===== src/rtl/ir_codec_pkg.sv =====
`timescale 1ns/1ps
// Shared types for the infrared pulse codec.
// Assumes the transmit control byte has one all-ones code for bypass
// and one all-zeros code for the tick-ratio pulse.
package ir_codec_pkg;

    typedef enum logic [1:0] {
        TXM_RATIO  = 2'd0,
        TXM_FIXED  = 2'd1,
        TXM_BYPASS = 2'd2
    } tx_mode_e;

    // Map a transmit control byte of any width to its pulse mode.
    function automatic tx_mode_e decode_tx_mode(input logic [15:0] code, input int unsigned width);
        logic [15:0] all_ones;
        all_ones = 16'((32'd1 << width) - 32'd1);
        if (code == 16'd0)
            return TXM_RATIO;
        else if (code == all_ones)
            return TXM_BYPASS;
        else
            return TXM_FIXED;
    endfunction

endpackage


===== src/rtl/ir_cfg_hold.sv =====
`timescale 1ns/1ps
// Control byte capture register.
// Follows cfg_in while the path enable is low and holds its value while
// the enable is high. Assumes software writes the byte before enabling.
module ir_cfg_hold #(
    parameter int unsigned CFG_W = 8
) (
    input  logic             clk,
    input  logic             rst_n,
    input  logic             enable,
    input  logic [CFG_W-1:0] cfg_in,
    output logic [CFG_W-1:0] cfg_q
);

    // Capture the byte while disabled, freeze it while enabled.
    always_ff @(posedge clk) begin
        if (!rst_n)
            cfg_q <= '0;
        else if (!enable)
            cfg_q <= cfg_in;
    end

endmodule


===== src/rtl/ir_tx_shaper.sv =====
`timescale 1ns/1ps
// Transmit pulse shaper.
// Tracks the bit grid from the 16x tick and from falling edges of the
// UART data, and emits one active-high pulse per zero bit: either a
// fixed number of ticks or a programmed number of clocks. A pulse is
// cut at the next bit start. Assumes uart_txd only changes on bit
// boundaries of the UART's own tick grid.
module ir_tx_shaper
    import ir_codec_pkg::*;
#(
    parameter int unsigned CFG_W         = 8,
    parameter int unsigned TICKS_PER_BIT = 16,
    parameter int unsigned RATIO_TICKS   = 3
) (
    input  logic             clk,
    input  logic             rst_n,
    input  logic             enable,
    input  tx_mode_e         mode,
    input  logic [CFG_W-1:0] width,
    input  logic             baud_tick,
    input  logic             uart_txd,
    output logic             pulse_o
);

    localparam int unsigned PH_W     = (TICKS_PER_BIT > 1) ? $clog2(TICKS_PER_BIT) : 1;
    localparam logic [PH_W-1:0] PH_LAST  = PH_W'(TICKS_PER_BIT - 1);
    localparam logic [PH_W-1:0] PH_CLEAR = PH_W'(RATIO_TICKS - 1);

    logic [PH_W-1:0]  phase;
    logic             txd_last;
    logic             data_fell;
    logic             bit_start;
    logic [CFG_W-1:0] clk_left;

    assign data_fell = txd_last & ~uart_txd;
    assign bit_start = baud_tick & (data_fell | (phase == PH_LAST));

    // Keep the tick position inside the current bit, resyncing on a falling edge.
    always_ff @(posedge clk) begin
        if (!rst_n || !enable) begin
            phase    <= '0;
            txd_last <= 1'b1;
        end else if (baud_tick) begin
            txd_last <= uart_txd;
            phase    <= bit_start ? '0 : phase + 1'b1;
        end
    end

    // Start, time and end the pulse of each zero bit.
    always_ff @(posedge clk) begin
        if (!rst_n) begin
            pulse_o  <= 1'b0;
            clk_left <= '0;
        end else if (!enable || mode == TXM_BYPASS) begin
            pulse_o  <= 1'b0;
            clk_left <= '0;
        end else if (bit_start) begin
            pulse_o  <= ~uart_txd;
            clk_left <= width - 1'b1;
        end else if (pulse_o) begin
            if (mode == TXM_RATIO) begin
                if (baud_tick && phase == PH_CLEAR)
                    pulse_o <= 1'b0;
            end else begin
                if (clk_left == '0)
                    pulse_o <= 1'b0;
                else
                    clk_left <= clk_left - 1'b1;
            end
        end
    end

endmodule


===== src/rtl/ir_rx_restore.sv =====
`timescale 1ns/1ps
// Receive filter and bit restorer.
// Counts consecutive high samples of the detector output, accepts a pulse
// when the count reaches the programmed value plus one, and then holds the
// UART receive line low for a full bit of ticks. Assumes ir_in is already
// synchronous to clk.
module ir_rx_restore #(
    parameter int unsigned CFG_W         = 8,
    parameter int unsigned TICKS_PER_BIT = 16
) (
    input  logic             clk,
    input  logic             rst_n,
    input  logic             enable,
    input  logic [CFG_W-1:0] need,
    input  logic             baud_tick,
    input  logic             ir_in,
    output logic             rxd_o
);

    localparam int unsigned RUN_W  = CFG_W + 1;
    localparam int unsigned HOLD_W = $clog2(TICKS_PER_BIT + 1);

    logic [RUN_W-1:0]  run_len;
    logic [RUN_W-1:0]  run_goal;
    logic [HOLD_W-1:0] ticks_left;
    logic              accept;

    assign run_goal = {1'b0, need};
    assign accept   = ir_in & (run_len == run_goal);

    // Count consecutive high samples, stopping just past the goal.
    always_ff @(posedge clk) begin
        if (!rst_n || !enable)
            run_len <= '0;
        else if (!ir_in)
            run_len <= '0;
        else if (run_len <= run_goal)
            run_len <= run_len + 1'b1;
    end

    // Hold the restored bit low for one bit period of ticks after acceptance.
    always_ff @(posedge clk) begin
        if (!rst_n || !enable) begin
            rxd_o      <= 1'b1;
            ticks_left <= '0;
        end else if (accept) begin
            rxd_o      <= 1'b0;
            ticks_left <= HOLD_W'(TICKS_PER_BIT);
        end else if (!rxd_o && baud_tick) begin
            if (ticks_left == HOLD_W'(1))
                rxd_o <= 1'b1;
            ticks_left <= ticks_left - 1'b1;
        end
    end

endmodule


===== src/rtl/ir_pulse_codec.sv =====
`timescale 1ns/1ps
// Infrared pulse codec top.
// Captures the two control bytes, shapes transmit pulses, filters and
// restores received pulses, and switches both paths to pass-through when
// the transmit byte holds the all-ones code. Assumes baud_tick is a
// one-cycle strobe at TICKS_PER_BIT times the bit rate.
module ir_pulse_codec
    import ir_codec_pkg::*;
#(
    parameter int unsigned CFG_W         = 8,
    parameter int unsigned TICKS_PER_BIT = 16,
    parameter int unsigned RATIO_TICKS   = 3
) (
    input  logic             clk,
    input  logic             rst_n,
    input  logic             baud_tick,
    input  logic             tx_en,
    input  logic [CFG_W-1:0] tx_cfg,
    input  logic             uart_txd,
    output logic             ir_tx,
    input  logic             rx_en,
    input  logic [CFG_W-1:0] rx_cfg,
    input  logic             ir_rx,
    output logic             uart_rxd
);

    logic [CFG_W-1:0] tx_cfg_q;
    logic [CFG_W-1:0] rx_cfg_q;
    tx_mode_e         tx_mode;
    logic             bypass;
    logic             shaped_tx;
    logic             restored_rx;

    ir_cfg_hold #(.CFG_W(CFG_W)) u_tx_hold (
        .clk    (clk),
        .rst_n  (rst_n),
        .enable (tx_en),
        .cfg_in (tx_cfg),
        .cfg_q  (tx_cfg_q)
    );

    ir_cfg_hold #(.CFG_W(CFG_W)) u_rx_hold (
        .clk    (clk),
        .rst_n  (rst_n),
        .enable (rx_en),
        .cfg_in (rx_cfg),
        .cfg_q  (rx_cfg_q)
    );

    // Decode the captured transmit byte into a pulse mode.
    always_comb begin
        tx_mode = decode_tx_mode(16'(tx_cfg_q), CFG_W);
        bypass  = (tx_mode == TXM_BYPASS);
    end

    ir_tx_shaper #(
        .CFG_W         (CFG_W),
        .TICKS_PER_BIT (TICKS_PER_BIT),
        .RATIO_TICKS   (RATIO_TICKS)
    ) u_shaper (
        .clk       (clk),
        .rst_n     (rst_n),
        .enable    (tx_en),
        .mode      (tx_mode),
        .width     (tx_cfg_q),
        .baud_tick (baud_tick),
        .uart_txd  (uart_txd),
        .pulse_o   (shaped_tx)
    );

    ir_rx_restore #(
        .CFG_W         (CFG_W),
        .TICKS_PER_BIT (TICKS_PER_BIT)
    ) u_restore (
        .clk       (clk),
        .rst_n     (rst_n),
        .enable    (rx_en),
        .need      (rx_cfg_q),
        .baud_tick (baud_tick),
        .ir_in     (ir_rx),
        .rxd_o     (restored_rx)
    );

    // Select pass-through or coded signals for both pins.
    always_comb begin
        ir_tx    = bypass ? uart_txd : shaped_tx;
        uart_rxd = bypass ? ir_rx    : restored_rx;
    end

endmodule


===== config.mk =====
export PLATFORM = sky130hd
export DESIGN_NAME = ir_pulse_codec
export DESIGN_NICKNAME = d
export VERILOG_FILES = /design/src/rtl/ir_codec_pkg.sv /design/src/rtl/ir_cfg_hold.sv /design/src/rtl/ir_tx_shaper.sv /design/src/rtl/ir_rx_restore.sv /design/src/rtl/ir_pulse_codec.sv
export SDC_FILE = /design/constraint.sdc
export NUM_CORES = 1
export LEC_CHECK = 0
export BUFFER_PORTS_ARGS = -buffer_cell sky130_fd_sc_hd__buf_2
export CAP_MARGIN = 20
export CORE_UTILIZATION = 40
export DETAILED_ROUTE_END_ITERATION = 16
export GPL_ROUTABILITY_DRIVEN = 0
export PLACE_DENSITY = 0.61
export SKIP_CTS_REPAIR_TIMING = 1
export SYNTH_ARGS = -nofsm -noshare
export SYNTH_HDL_FRONTEND = slang
export SYNTH_SLANG_ARGS = --single-unit

===== constraint.sdc =====
create_clock -name clk -period 3.25 [get_ports clk]
set_clock_uncertainty 0.2 [all_clocks]
set_input_delay 0 -clock clk [delete_from_list [all_inputs] [get_ports clk]]
set_output_delay 0 -clock clk [all_outputs]
set_load 0.01 [all_outputs]

[Word level (Yosys, flattened, before mapping)]
Index checks and enable logic that the tools add are counted.
Storage, ports and cells
  register bits after elaboration: 45
  input bits: 23
  output and inout port bits: 2
  word-level logic and storage cells: 70
Operators by class
  add/sub/neg operators: 5
  $lt $le $gt $ge: 1
  eq/ne operators: 8
  mux-type cells: 19
  bitwise logic cells: 7
  reduce and logical (&&, ||, !) cells: 20
Operators with widths (count)
  2-to-1 mux 8 bit: 4
  zero test 8 bit: 2
  subtractor 8 x 1 -> 8 bit (second input constant): 2
  2-to-1 mux 1 bit: 10
  2-to-1 mux 5 bit: 2
  adder 9 x 1 -> 9 bit (second input constant): 1
  equality test 9 x 8 -> 1 bit: 1
  <= comparator 9 x 8 -> 1 bit: 1
  equality test 8 bit (second input constant): 1
  nonzero test 2 bit: 3
  OR reduction 2 bit: 3
  equality test 5 x 1 -> 1 bit (second input constant): 1
  subtractor 5 x 1 -> 5 bit (second input constant): 1
  adder 4 x 1 -> 4 bit (second input constant): 1
  equality test 4 x 2 -> 1 bit (second input constant): 1
  equality test 4 bit (second input constant): 1
  zero test 1 bit: 4
  2-to-1 mux 2 bit: 2
  2-to-1 mux 4 bit: 1
  inequality test 2 x 1 -> 1 bit (second input constant): 2
  bitwise AND 1 bit: 3
  logical OR 1 bit: 3
  NOT 1 bit: 3
  AND reduction 3 bit: 1
  5 further kinds: 6

[Depth between registers and ports, before layout]
Gate-level depths: netlist of run 1.
  depth after elaboration: 7
  gate-level depth with buffers: 11
  gate-level depth less buffers: 10

[Cells and area by module]
From an unflattened synthesis of run 1, not the netlist that was laid out.
Unflattened totals
  cells, all modules: 279
  area total of the unflattened synthesis: 2566.2 µm²
Modules (own cells, without submodules)
  ir_tx_shaper: instances 1, cells each 111, area an instance 985.9 µm², sequential area each 280.3 µm²
  ir_rx_restore: instances 1, cells each 110, area an instance 918.4 µm², sequential area each 300.3 µm²
  ir_cfg_hold: instances 2, cells each 25, area an instance 301.5 µm², sequential area each 160.2 µm²
  ir_pulse_codec: instances 1, cells each 8, area an instance 58.8 µm², sequential area each 0.0 µm²

[Worst setup path before layout of run 1]
No wires, ideal clock.
  kind: reg-to-reg
  start: reg u_shaper.phase[0]
  end: reg u_shaper.clk_left[4]
  library setup time: 133 ps
  arrival: 2428 ps
  path slack: 489 ps
  stages on the path, launching flop included: 11
  clock period less this slack: 2761 ps
  cell sequence: dfxtp_1 > ha_1 > and3_1 > o21ai_1 > clkbuf_1 > mux2i_1 > ha_1 > o211ai_1 > nor4_1 > xnor2_1 > a21oi_1
Between the ends
  word-level cells in the longest chain between the ends: 5
  elaborated cells on any way between the ends: 8
RTL lines
  from (decl): line ir_tx_shaper.sv:29  | logic [PH_W-1:0] phase;
  from (signal assigned): line ir_tx_shaper.sv:45  | phase <= bit_start ? '0 : phase + 1'b1;
  equality test 4 bit *: line ir_tx_shaper.sv:36  | assign bit_start = baud_tick & (data_fell | (phase == PH_LAST));
  OR 1 bit *: line ir_tx_shaper.sv:36
  bitwise AND 1 bit *: line ir_tx_shaper.sv:36
  inequality test 2 x 1 -> 1 bit (no line) / nonzero test 2 bit (equally long branches)
  AND reduction 3 bit (no line)
  to (signal assigned): line ir_tx_shaper.sv:59  | clk_left <= width - 1'b1;
  to (signal assigned): line ir_tx_shaper.sv:68  | clk_left <= clk_left - 1'b1;
  to (decl): line ir_tx_shaper.sv:33  | logic [CFG_W-1:0] clk_left;
Every way passes the cells marked *; elsewhere a longest branch is shown, timed or not.
A chain may end at the register's enable or synchronous reset.

[Worst setup path after layout of run 1]
  start: reg u_rx_hold.cfg_q[6]
  end: reg u_restore.run_len[5]
Between the ends
  word-level cells in the longest chain between the ends: 1
RTL lines
  from (decl): line ir_cfg_hold.sv:12  | output logic [CFG_W-1:0] cfg_q
  from (signal assigned): line ir_cfg_hold.sv:20  | cfg_q <= cfg_in;
  <= comparator 9 x 8 -> 1 bit: line ir_rx_restore.sv:37  | else if (run_len <= run_goal)
  to (signal assigned): line ir_rx_restore.sv:38  | run_len <= run_len + 1'b1;
  to (decl): line ir_rx_restore.sv:23  | logic [RUN_W-1:0] run_len;
Every way passes these cells.

==> out/metrics.cfg, run 1 <==
[run_status]
status=complete, no violations

[sta]
timing.hold.ws_ps=23.2
finalHoldViolCount=0
tightest_slew_ps=1240
fmax_mhz=382
relSlewSlack_pct=17.2
rsz0062_at_grt=false
tns_ps=0
post-route-min-period_ps=2620
finalCritPeriodShare_pct=80.6
finalSetupViolations=0
slew_violations=0

[routing]
firstDrtPassIters=4
wl_per_cell_um=12.7
drc=0
viasPerCell=5.11
drtAntennaViolNets=0
vias=2088
drtIter0Drc=89
drt_wl_total_um=5210

[synthesis]
synthFlopType=dfxtp_1
synthArstFlopShare_pct=0
synth_cell_types=42
synth_area_sq_um=2370
ys_seq_area_share_pct=38.0
synth.avg_cell_area_sq_um=8.81
synth_area_leaders=dfxtp_1 (38%), mux2i_1 (8.0%), ha_1 (7.4%), nor2b_1 (5.0%), nor2_1 (3.6%)
syn-num-nets=306
synth_warnings=0
synth.most_common_cell=dfxtp_1
synth-seq-cells=45
synthCells=269
synth.top_cells.by_count=dfxtp_1 (45), nor2_1 (23), mux2i_1 (19), nor2b_1 (19), nand2_1 (17)
synth_area_leader_cell=dfxtp_1
synth_top_area_share_pct=38.0
synth_edf_count=0

[floorplanning]
io_pins=25
dieArea_sq_um=6240
die_w_um=79.0
fp.coreArea_sq_um=5610
rows=27
start_util_pct=42.3
die_h_um=79.0

[pwr]
p_leak_nw=1.24
finalPower_w=0.00113
pwr-share-seq_pct=52.3
combPwrFrac_pct=17.7
p_clk_share_pct=30.0
p_sw_w=0.000303
internal_power_w=0.000828
p_per_area_nw_per_um2=369
ir_drop_mv=0.213
swShare_pct=26.8

[placed_design]
placed_cells=359
dp_hpwl_um=3460
numPortBuffers=24

[setup_path]
r2r_slack_ps=630
crit_arrival_ps=2640
path_max_fanout=12
critPathRequiredTime_ps=3270
worst_setup_path_end_kind=flip-flop
worstSetupStartpointType=flip-flop
critical_path_class=flip-flop to flip-flop

[global_route]
grt_util_met2_pct=24.6
grt_pass1_wl_um=8000
use_met3_pct=3.91
grt_usage_pct=16.3
grt_overflow=0
busiest_layer=met2
grt_max_degree=25
grt_pass1_vias=1733
antenna_found_initial=0
met1_usage_pct=22.7

[finish]
nFillCells=555
drive_above_1_share_pct=11.6
final_cells=409
n_antenna_cell=0
final_nets=373
syn2layout_area_growth_pct=29.3

[cts]
htreeDepth=2
clock_latency_ps=300
cts_sinks=45
clk_pin_slew_ps=80
cts-root-buf=clkbuf_8
cts_buffers=5
cts_tree=yes
clock_path_buffers=2

[flow_run]
cap_violations=0

[hold_path]
hold_class=input pin to flip-flop

-- worst max-delay path: stages (launching register included) --
cell      delay (ps)
dfxtp_1          340
inv_1             50
ha_1             300
o21a_1           120
o21ai_0           90
a221oi_1        1050
o21ai_0          220
a21oi_1          170
-- layer usage --
metal  routed length, um  up-vias
met3                 181        5
li1                    -     1094
met1                2580      952
met2                2390       37
met4                  57        0
met5                   0        -
-- power by group through the flow --
stage / combinational [W] / clock, W / sequential, W
4_1_cts: 0.000160 / 0.000351 / 0.000591
3_3_place_gp: 0.000158 / 0 / 0.000604
6_report: 0.000200 / 0.000339 / 0.000592
5_1_grt: 0.000225 / 0.000374 / 0.000595
3_5_place_dp: 0.000158 / 0 / 0.000604
2_1_floorplan: 0.000121 / 0 / 0.000599
-- worst paths after layout --
kind / start / endpoint / cells past startpoint
setup reg to reg: u_rx_hold.cfg_q[6]$_SDFFE_PN0N_ / u_restore.run_len[5]$_SDFFE_PP0P_ / 7
setup / recovery: u_rx_hold.cfg_q[6]$_SDFFE_PN0N_ / u_restore.run_len[5]$_SDFFE_PP0P_ / 7
hold reg to reg: u_restore.run_len[7]$_SDFFE_PP0P_ / u_restore.run_len[7]$_SDFFE_PP0P_ / 2
hold / removal: tx_en / u_shaper.phase[0]$_SDFFE_PP0P_ / 3
-- area by class of cell --
cell class | instances | area, sq um | area share [%]
Inverter | 12 | 45.0 | 1.47
Clock buffer | 6 | 72.6 | 2.37
Clock inverter | 2 | 10.0 | 0.327
Sequential cell | 45 | 901 | 29.4
Tap cell | 72 | 90.1 | 2.94
Timing Repair Buffer | 67 | 548 | 17.9
Multi-Input combinational cell | 205 | 1400 | 45.6
-- registers in the layout (all words and copies together), names as in the netlist --
signal,flops
u_shaper.clk_left,8
u_restore.rxd_o,1
u_shaper.pulse_o,1
u_restore.run_len,9
u_restore.ticks_left,5
u_rx_hold.cfg_q,8
u_shaper.phase,4
u_tx_hold.cfg_q,8
u_shaper.txd_last,1
-- stage by stage --
step | utilization (%) | area [sq um] | worst slack, ps
global route | 54.6 | 3060 | 384
detailed placement | 45.6 | 2560 | 629
CTS | 47.1 | 2640 | 600
floorplan | - | 2370 | 489
global placement | 45.6 | 2560 | 692
finish | 54.6 | 3060 | 630
-- cell families (layout without fill, tap and decap cells) --
kind of cell | after synthesis | count (layout) | share of synthesized area (%)
flip-flops | 45 | 45 | 38.0
multiplexers | 21 | 21 | 8.98
buffers and inverters | 19 | 87 | 3.06
XOR/XNOR | 16 | 16 | 5.91
AO/OA/AOI/OAI | 48 | 48 | 12.4
AND/OR/NAND/NOR | 106 | 106 | 24.2
adder cells (fa/ha/maj) | 14 | 14 | 7.39
-- cell usage in the layout, fill, tap and decap left out, types with 2 or more instances in the layout --
master,instances
mux2i_1,19
xnor2_1,7
o31ai_1,4
dlygate4sd3_1,42
a211oi_1,4
a21oi_1,15
nor3_1,7
nor2b_1,19
nor2_1,23
inv_1,12
ha_1,14
and3_1,4
nand2_1,17
clkinv_2,2
nand4_1,4
buf_2,24
or4_1,4
nand3_1,11
o211ai_1,2
or3_1,4
clkbuf_8,5
o21ai_0,13
dfxtp_1,45
xor2_1,9
o21ai_1,2
nor4_1,5
mux2_2,2
(Power assumes the default switching activity.)
==> run 2, diff against run 1 <==
Settings changed: PLACE_DENSITY 0.61 to 0.63.
Clock period 3.25 ns to 2.2 ns, I/O delays scaled along.
==> run 2 against run 1 <==
The flow now finishes with violations (hold timing, setup timing). First-iteration DRC count fell by 4.5%. Via count up 8.2%. Wire length increased by 13%. Clock power is 55% higher. Setup slack got worse by 690 ps. Maximum frequency rose by 16%. Combinational power increased by 100%. Hold slack got worse by 85 ps. Cell count up 6.1%. Sequential power is 47% higher. Die area unchanged.
==> out/metrics.cfg, run 2 (same netlist as run 1, synthesis figures left out) <==
[run_status]
status=finished with violations
violations=hold timing, setup timing

[global_route]
grt_max_degree=25
grt_overflow=0
grt_pass1_vias=1934
grt_usage_pct=17.3
grt_pass1_wl_um=8470
antenna_found_initial=0

[routing]
drt_wl_total_um=5870
wl_per_cell_um=13.5
route.met2.wl_um=2840
wl_met1_um=2730
drtAntennaViolNets=0
vias=2260
met3_length_um=219
top_layer=met4
firstDrtPassIters=4
drtIter0Drc=85
drc=0
viasPerCell=5.21

[floorplanning]
dieArea_sq_um=6240
rows=27
die_w_um=79.0
io_pins=25
fp.coreArea_sq_um=5610
start_util_pct=42.3
die_h_um=79.0

[sta]
finalCritPeriodShare_pct=103
post-route-min-period_ps=2260
timing.hold.ws_ps=-61.5
rsz0062_at_grt=true
tns_ps=-288
finalSetupViolations=8
worst_slack_ps=-55.9
finalHoldViolCount=3
fmax_mhz=443
tightest_slew_ps=532
slew_violations=0
relSlewSlack_pct=64.2

[flow_run]
cap_violations=0

[finish]
syn2layout_area_growth_pct=46.9
seqCellArea_sq_um=911
nFillCells=515
final_cell_area_sq_um=3480
multi_input_area_sq_um=1620
n_antenna_cell=0
final_common_cell=dlygate4sd3_1
largest_register=u_restore.run_len
largest_reg_flops=9
final_nets=399
final_cells=434
drive_above_1_share_pct=27.6
layout_common_cells=dlygate4sd3_1 (38), dfxtp_1 (37), buf_4 (30)

[placed_design]
placed_area_sq_um=2770
numPortBuffers=24
placed_cells=382
dp_hpwl_um=3740

[setup_path]
endpoint=u_shaper.clk_left[6]$_SDFFE_PP0P_
critPathRequiredTime_ps=2230
path_max_fanout=4
worst_r2r_path_depth=11
r2r-end=u_shaper.clk_left[6]$_SDFFE_PP0P_
crit_arrival_ps=2290
r2r-start=u_shaper.phase[1]$_SDFFE_PP0P_
worst_setup_path_end_kind=flip-flop
critical_path_class=flip-flop to flip-flop
worstSetupStartpointType=flip-flop
startpoint=u_shaper.phase[1]$_SDFFE_PP0P_
r2r_slack_ps=-60

[cts]
clk_pin_slew_ps=80
cts_tree=yes
clock_latency_ps=300
cts_buffers=5
cts-root-buf=clkbuf_8
cts_sinks=45
clock_path_buffers=2
htreeDepth=2

[pwr]
pwr-share-seq_pct=48.4
swShare_pct=26.8
combPwrFrac_pct=22.5
p_clk_share_pct=29.1
p_sw_w=0.000482
p_per_area_nw_per_um2=517
ir_drop_mv=0.335
internal_power_w=0.00132
p_leak_nw=1.41

[hold_path]
hold_class=input pin to flip-flop

[run 2: cell type report]
type | count | share of cell area, %
well taps | 72 | 2.59
flip-flops and latches | 45 | 26.2
inverters | 12 | 1.29
repair buffers | 92 | 20.8
multi-input cells | 206 | 46.6
clock buffers | 7 | 2.48
[run 2: power by group through the flow]
stage | combinational (W) | sequential [W] | clock, W
finish | 0.000405 | 0.000871 | 0.000524
global route | 0.000443 | 0.000876 | 0.000569
CTS | 0.000278 | 0.000869 | 0.000531
detailed placement | 0.000276 | 0.000888 | 0
global placement | 0.000273 | 0.000887 | 0
floorplan | 0.000184 | 0.000886 | 0
[run 2: critical path, stage by stage (launching register included)]
cell	delay, ps
dfxtp_2	340
ha_4	160
and3_4	170
o21ai_4	170
mux2i_1	250
ha_2	210
buf_4	130
nand2b_4	60
nor4_4	130
xor2_1	160
o21ai_0	80
a21oi_1	120
[run 2: how the worst min path moves through the flow]
stage | start | end | slack, ps | cells after the start
2_1_floorplan | uart_txd | u_shaper.txd_last$_SDFFE_PP1P_ | -50 | 2
3_5_place_dp | rx_cfg[4] | u_rx_hold.cfg_q[4]$_SDFFE_PN0N_ | 60 | 3
5_1_grt | baud_tick | u_shaper.phase[3]$_SDFFE_PP0P_ | 4 | 4
3_3_place_gp | rx_cfg[0] | u_rx_hold.cfg_q[0]$_SDFFE_PN0N_ | 50 | 3
4_1_cts | rx_cfg[4] | u_rx_hold.cfg_q[4]$_SDFFE_PN0N_ | -250 | 3
6_report | baud_tick | u_shaper.phase[3]$_SDFFE_PP0P_ | -60 | 4
[run 2: stage by stage]
| stage | util [%] | hold WS (ps) | setup WS, ps | total power [W] |
|---|---|---|---|---|
| global route | 62.1 | 4.39 | -191 | 0.00189 |
| detailed placement | 49.4 | 60.9 | -145 | 0.00116 |
| floorplan | - | -54.7 | -215 | 0.00107 |
| global placement | 49.4 | 52.9 | -97.1 | 0.00116 |
| CTS | 51.0 | -249 | -177 | 0.00168 |
| finish | 62.1 | -61.5 | -55.9 | 0.00180 |
[run 2: metal layers]
| layer | GRT usage (%) | vias up |
|---|---|---|
| met2 | 27.6 | 53 |
| met4 | 5.27 | 0 |
| met1 | 22.8 | 1043 |
| li1 | - | 1157 |
| met5 | 0 | - |
| met3 | 4.25 | 7 |
